**src/rtl/seg_addr_pkg.sv**
```systemverilog
package seg_addr_pkg;
    localparam int SEG_W     = 16;
    localparam int OFS_W     = 16;
    localparam int ADDR_W    = 24;
    localparam int CMP_W     = 20;
    localparam int CMP_SHIFT = 4;
    localparam int EXT_SHIFT = 8;
    localparam int PORT_W    = 16;
    localparam logic [ADDR_W-1:0] BOOT_ADDR = 24'h0FFFF0;

    // class of the access held at the output
    typedef enum logic [2:0] {
        S_IDLE,
        S_MEM20,
        S_MEM24,
        S_PORT,
        S_BOOT
    } acc_state_e;
endpackage

```
**src/rtl/seg_sum.sv**
```systemverilog
module seg_sum #(
    parameter int SEG_W = 16,
    parameter int OFS_W = 16,
    parameter int SHIFT = 4,
    parameter int SUM_W = 20,
    parameter int OUT_W = 24
) (
    input  logic [SEG_W-1:0] seg_i,
    input  logic [OFS_W-1:0] ofs_i,
    output logic [OUT_W-1:0] sum_o
);
    logic [SUM_W-1:0] seg_x;
    logic [SUM_W-1:0] sum_x;

    // the sum is kept to SUM_W bits, so any carry above it is lost
    assign seg_x = SUM_W'(seg_i) << SHIFT;
    assign sum_x = seg_x + SUM_W'(ofs_i);
    assign sum_o = OUT_W'(sum_x);
endmodule

```
**src/rtl/addr_pick.sv**
```systemverilog
module addr_pick
    import seg_addr_pkg::*;
#(
    parameter int ADDR_W = 24,
    parameter int PORT_W = 16,
    parameter logic [ADDR_W-1:0] BOOT_ADDR = 24'h0FFFF0
) (
    input  acc_state_e        cls_i,
    input  logic [ADDR_W-1:0] sum20_i,
    input  logic [ADDR_W-1:0] sum24_i,
    input  logic [PORT_W-1:0] port_i,
    output logic [ADDR_W-1:0] addr_o
);
    always_comb begin
        unique case (cls_i)
            S_MEM20: addr_o = sum20_i;
            S_MEM24: addr_o = sum24_i;
            S_PORT:  addr_o = ADDR_W'(port_i);
            S_BOOT:  addr_o = BOOT_ADDR;
            default: addr_o = '0;
        endcase
    end
endmodule

```
**src/rtl/seg_addr_gen.sv**
```systemverilog
module seg_addr_gen
    import seg_addr_pkg::*;
#(
    parameter int G_SEG_W     = SEG_W,
    parameter int G_OFS_W     = OFS_W,
    parameter int G_ADDR_W    = ADDR_W,
    parameter int G_CMP_W     = CMP_W,
    parameter int G_CMP_SHIFT = CMP_SHIFT,
    parameter int G_EXT_SHIFT = EXT_SHIFT,
    parameter int G_PORT_W    = PORT_W,
    parameter logic [G_ADDR_W-1:0] G_BOOT_ADDR = BOOT_ADDR
) (
    input  logic                clk,
    input  logic                rst_n,
    input  logic                req_valid,
    input  logic [G_SEG_W-1:0]  seg,
    input  logic [G_OFS_W-1:0]  ofs,
    input  logic                ext_mode,
    input  logic                is_io,
    input  logic                boot_fetch,
    output logic [G_ADDR_W-1:0] addr,
    output logic                addr_valid
);
    localparam int N_MODES = 2;

    acc_state_e          state_q, state_d;
    logic [G_ADDR_W-1:0] sums [N_MODES];
    logic [G_ADDR_W-1:0] addr_d;
    logic [G_ADDR_W-1:0] addr_q;

    // index 0: compatible model, index 1: extended model
    for (genvar m = 0; m < N_MODES; m++) begin : g_mode
        localparam int SH = (m == 0) ? G_CMP_SHIFT : G_EXT_SHIFT;
        localparam int SW = (m == 0) ? G_CMP_W : G_ADDR_W;
        seg_sum #(
            .SEG_W (G_SEG_W),
            .OFS_W (G_OFS_W),
            .SHIFT (SH),
            .SUM_W (SW),
            .OUT_W (G_ADDR_W)
        ) i_sum (
            .seg_i (seg),
            .ofs_i (ofs),
            .sum_o (sums[m])
        );
    end

    // next-state choice, in priority order: boot, port, extended, compatible
    always_comb begin
        state_d = S_IDLE;
        if (req_valid) begin
            if (boot_fetch)    state_d = S_BOOT;
            else if (is_io)    state_d = S_PORT;
            else if (ext_mode) state_d = S_MEM24;
            else               state_d = S_MEM20;
        end
    end

    addr_pick #(
        .ADDR_W    (G_ADDR_W),
        .PORT_W    (G_PORT_W),
        .BOOT_ADDR (G_BOOT_ADDR)
    ) i_pick (
        .cls_i   (state_d),
        .sum20_i (sums[0]),
        .sum24_i (sums[1]),
        .port_i  (ofs[G_PORT_W-1:0]),
        .addr_o  (addr_d)
    );

    // state register
    always_ff @(posedge clk or negedge rst_n) begin
        if (!rst_n) state_q <= S_IDLE;
        else        state_q <= state_d;
    end

    // output register, loaded only when an access is presented
    always_ff @(posedge clk or negedge rst_n) begin
        if (!rst_n)                addr_q <= '0;
        else if (state_d != S_IDLE) addr_q <= addr_d;
    end

    assign addr       = addr_q;
    assign addr_valid = (state_q != S_IDLE);


    valid_after_req_chk: assert property (@(posedge clk) disable iff (!rst_n)
        req_valid |=> addr_valid);

    idle_hold_chk: assert property (@(posedge clk) disable iff (!rst_n)
        !req_valid |=> (!addr_valid && $stable(addr)));

    boot_addr_chk: assert property (@(posedge clk) disable iff (!rst_n)
        (req_valid && boot_fetch) |=> (addr == G_BOOT_ADDR));

    port_width_chk: assert property (@(posedge clk) disable iff (!rst_n)
        (req_valid && !boot_fetch && is_io) |=>
            (addr == G_ADDR_W'($past(ofs[G_PORT_W-1:0]))));

    compat_upper_zero_chk: assert property (@(posedge clk) disable iff (!rst_n)
        (req_valid && !boot_fetch && !is_io && !ext_mode) |=>
            (addr[G_ADDR_W-1:G_CMP_W] == '0));
endmodule

```
**config.mk**
```make
export PLATFORM = sky130hd
export DESIGN_NAME = seg_addr_gen
export DESIGN_NICKNAME = d
export VERILOG_FILES = /design/src/rtl/seg_addr_pkg.sv /design/src/rtl/seg_sum.sv /design/src/rtl/addr_pick.sv /design/src/rtl/seg_addr_gen.sv
export SDC_FILE = /design/constraint.sdc
export NUM_CORES = 1
export LEC_CHECK = 0
export ABC_AREA = 1
export BUFFER_PORTS_ARGS = -buffer_cell sky130_fd_sc_hd__buf_2
export CORE_ASPECT_RATIO = 1.2
export CORE_MARGIN = 1.5
export CORE_UTILIZATION = 25
export CTS_CLUSTER_SIZE = 24
export DETAILED_ROUTE_END_ITERATION = 10
export PLACE_DENSITY = 0.48
export SKIP_LAST_GASP = 1
export SLEW_MARGIN = 40
export SYNTH_ARGS = -nofsm -noshare
export SYNTH_HDL_FRONTEND = slang
export SYNTH_HIERARCHICAL = 1
export SYNTH_SLANG_ARGS = --single-unit
```
**constraint.sdc**
```tcl
create_clock -name clk -period 0.8 [get_ports clk]
set_input_delay 0.04 -clock clk [delete_from_list [all_inputs] [get_ports clk]]
set_output_delay 0.04 -clock clk [all_outputs]
set_load 0.01 [all_outputs]
```
Word level (Yosys, flattened, before mapping)
Cells that the tools add are included.
{"block": "op_classes", "eq_ne": 4, "n_reduce_logical": 2, "mux": 5, "addsub": 2}
{"op": "24-bit case mux with 4 select lines", "count": 1}
{"op": "24-bit by 16-bit adder with 24-bit output", "count": 1}
{"op": "20-bit by 16-bit adder with 20-bit output", "count": 1}
{"op": "3-bit by 2-bit equality test with 1-bit output (second input constant)", "count": 2}
{"op": "3-bit two-way mux", "count": 2}
{"op": "3-bit nonzero test", "count": 2}
{"op": "2-bit two-way mux", "count": 2}
{"op": "3-bit by 1-bit equality test with 1-bit output (second input constant)", "count": 1}
{"op": "3-bit equality test (second input constant)", "count": 1}
{"block": "totals", "word_cells": 15, "out_inout_bits": 25, "ff_bits": 27, "inputBits": 38}

Longest topological paths before layout
{"block": "depth", "ltp_word": 6, "mapped_depth": 16, "mapped_depth_nobuf": 16}

Cells and area by module
The synthesis kept the hierarchy.
{"module": "seg_addr_gen", "cells_per_inst": 116, "n_inst": 1, "area_each_um2": 1046.0, "seq_area_each_um2": 675.6}
{"module": "seg_sum (g_mode[0].i_sum)", "cells_per_inst": 173, "n_inst": 1, "area_each_um2": 895.9, "seq_area_each_um2": 0.0}
{"module": "seg_sum (g_mode[1].i_sum)", "cells_per_inst": 138, "n_inst": 1, "area_each_um2": 755.7, "seq_area_each_um2": 0.0}
{"module": "addr_pick", "cells_per_inst": 166, "n_inst": 1, "area_each_um2": 725.7, "seq_area_each_um2": 0.0}

Worst setup path after synthesis
Ideal clock, no wire load.
{"block": "synth_path", "path_type": "input to register", "startpoint": "input port seg[0]", "endpoint": "register addr_q[12] (netlist: addr[12])", "arrival_ns": 1.431, "path_buffers": 0, "slack_ns": -0.759, "cell_stages": 14, "required_time_ns": 0.673, "setup_ns": 0.127, "path_cell_list": "ha_1 fa_1 nand2_1 nand2_1 and2_4 nand2_1 nand2_1 xor2_1 inv_1 nor2_1 nor2_1 nand2_1 nand2_1 o21ai_0"}
{"element": "start: declaration", "line": "seg_addr_gen.sv:16", "source": "input logic [G_SEG_W-1:0] seg,"}
{"element": "end signal: assignment", "line": "seg_addr_gen.sv:80", "source": "else if (state_d != S_IDLE) addr_q <= addr_d;"}
{"element": "end: declaration", "line": "seg_addr_gen.sv:29", "source": "logic [G_ADDR_W-1:0] addr_q;"}

==> impl_metrics.yaml <==
sta:
  period_minus_slack_ps: 1410
  skew_ps: 0
  rsz0062_at_grt: "yes"
  hold_viol: 0
  fin_crit_sh: 1.76
  drv_slew: 0
  setup_viol: 49
  fin_tns_setup_ps: -10670
  worst_slack_ps: -607
  max_freq_ghz: 0.710
critical_path:
  cp_num_buf_inv: 2
  arrival_ps: 1550
  start_kind: "input pin"
  crit_fanout: 3
  end_kind: "flop"
  cp_slowest_cell: "fa_2"
  critPathKind: "input pin to flop"
  cp_common_cell: "nand2_1"
  critical-path-top-delay-family: "simple AND/OR/NAND/NOR gates"
  crit_chain: "buf_8, ha_4, fa_2, nand2_1, nand2_1, nand3b_1, nand2_2, nand2_2, nand2_1, nand2_1, nand2_1, inv_1, nor2_1, nor2_1, nand2_1, nand2_1, o21ai_1"
  slowest_delay_ps: 350
  critPathRequiredTime_ps: 940
run_status:
  status: "complete, but fails checks"
  violations: "setup timing"
route:
  vias: 3764
  firstDrtPassIters: 5
  routed_wl_mm: 10.6
  ant_nets: 0
  vias_per_cell: 4.20
  drc: 0
  drt_iter0_drc: 159
  post_drt_wl_per_cell_um: 11.9
placed_design:
  dpl.hpwl_mm: 8.26
  io_buffers: 62
  gp_congestion: 0.839
  place_inst: 858
synthesis:
  synth-simple-area-share: 0.423
  synth_top_area_cell: "nand2_1"
  synthAdderAreaFrac: 0.0848
  synth_area_per_cell_um2: 5.77
  synth_warnings: 6
  synth_seq_cells: 27
  netlist_area_mm2: 0.00342
  synthDistinctLibCells: 31
  synth_seq_area_share: 0.197
  synth_xor_xnor_area_share: 0.0333
  synth_top_family_by_area: "simple AND/OR/NAND/NOR gates"
  synth_compound_area_frac: 0.0563
  synth_top_area_share: 0.209
  synth_cells: 593
  synth.mux.area_fraction: 0
  synth_area_leaders: "nand2_1, dfrtp_1, inv_1, nor2_1, ha_1"
floorplan:
  die_y_um: 131
  initial_core_util: 0.257
  die_area_mm2: 0.0144
  core_mm2: 0.0133
  dieWidth_um: 110
  rows: 46
  ios: 63
finish:
  fillers: 1390
  areaGrowthSynthToFinish_pct: 59.7
  final_cell_mix: "nand2_1, inv_1, nor2_1"
  mostFrequentLayoutCell: "nand2_1"
  fin_cells: 896
  nets: 789
  drive_above_1_share: 0.401
  antenna_cells: 0
clock_tree:
  clockRootBuffer: "clkbuf_16"
  clock-sinks: 27
  cts_tree: "built"
  cts_made_buffers: 3
  clock_latency_ps: 270
  path_clk_slew_ps: 70
  clockBufferDepth: 2
  cts_max_level: 1
power:
  power_leakage_nw: 3.04
  power.density_mw_per_mm2: 1070
  p_total_mw: 5.87
  max-vdd-ir-drop_mv: 0.844
global_routing:
  grt_max_degree: 49
  grt_pass1_vias: 3712
  grt_first_pass_wirelength_mm: 17.5
  grt_overflow: 0
  antenna_found_initial: 0
  track_usage: 0.152
worst_hold_path:
  hold_path_class: "input pin to flop"
flow_run:
  cap_violations: 0
[cell families after synthesis]
kind of cell / after synthesis
buffers and inverters: 154
DFF: 27
AOI/OAI and AO/OA: 36
xor gates and xnor gates: 13
other: 1
adders and majority gates: 22
and+or+nand+nor: 340
[registers in the layout, summed over array words and instances, names as in the netlist]
register  flops
state_q       3
addr         24
[repair_timing]
item,in CTS,in global routing
hold endpoints to repair,27,0
cloned,1,0
resized for setup,126,41
pin swaps,84,55
buffers inserted,24,9
setup endpoints to repair,49,49
hold buffers,1,0
[synth_stat cells, drive strengths merged]
cell and number:
xnor2 1, a21oi 8, or2 3, dfrtp 27, buf 29, nor2 84, nand3b 4, nor3 6
nand3 33, inv 125, nand2 202, a21boi 1, a21o 1, conb 1, nand4 5, ha 20
xor2 12, fa 2, and2 3, o21a 1, o21ai 25
[worst paths after layout]
path | start | endpoint | slack [ps] | depth (start not counted)
worst max-delay path | seg[0] | addr[14]$_DFFE_PN0P_ | -610 | 17
worst min-delay path | boot_fetch | state_q[2]$_DFF_PN0_ | 30 | 3
worst max register to register | addr[15]$_DFFE_PN0P_ | addr[15]$_DFFE_PN0P_ | 50 | 3
worst min register to register | addr[2]$_DFFE_PN0P_ | addr[2]$_DFFE_PN0P_ | 510 | 2
max in group asynchronous | rst_n | addr[22]$_DFFE_PN0P_ | 400 | 3
min in group asynchronous | rst_n | addr[5]$_DFFE_PN0P_ | 240 | 3
[routing by layer]
layer  track usage  wire length, µm  vias up
li1              -                -     2016
met1         0.183             4690     1701
met2         0.282             5600       40
met3       0.00744              205        7
met4        0.0411              153        0
met5             0                0        -
[cell type report]
type	count	area, µm²	area share
clock buffer	3	75.1	0.0137
clock inverter	1	5.00	0.000916
inverter	125	492	0.0900
multi-input combinational	416	2700	0.493
sequential	27	676	0.124
tap	168	210	0.0385
timing repair buffer	156	1310	0.240
[worst reg2reg max path: cells and delay by family, from the launching register on]
family	cells	cell delay [ps]
buffers and inverters	2	190
DFF	1	400
AOI/OAI and AO/OA	1	50
[through the flow]
stage                     utilization  setup slack (ps)  cell area (µm²)  hold slack [ps]
after floorplan                     -              -646             3720             -256
after global placement          0.339              -963             4510            0.640
after detailed placement        0.339              -974             4510             1.42
after CTS                       0.395              -617             5250             40.0
after global routing            0.411              -728             5470             26.8
final                           0.411              -607             5470             27.3
[report_power, final]
part	internal [mW]	switching [mW]	total (mW)
registers	1.51	0.0752	1.58
clock network	0.677	0.502	1.18
logic	1.50	1.61	3.11
total	3.68	2.19	5.87
Note: power is estimated with default switching activity, not from simulation.
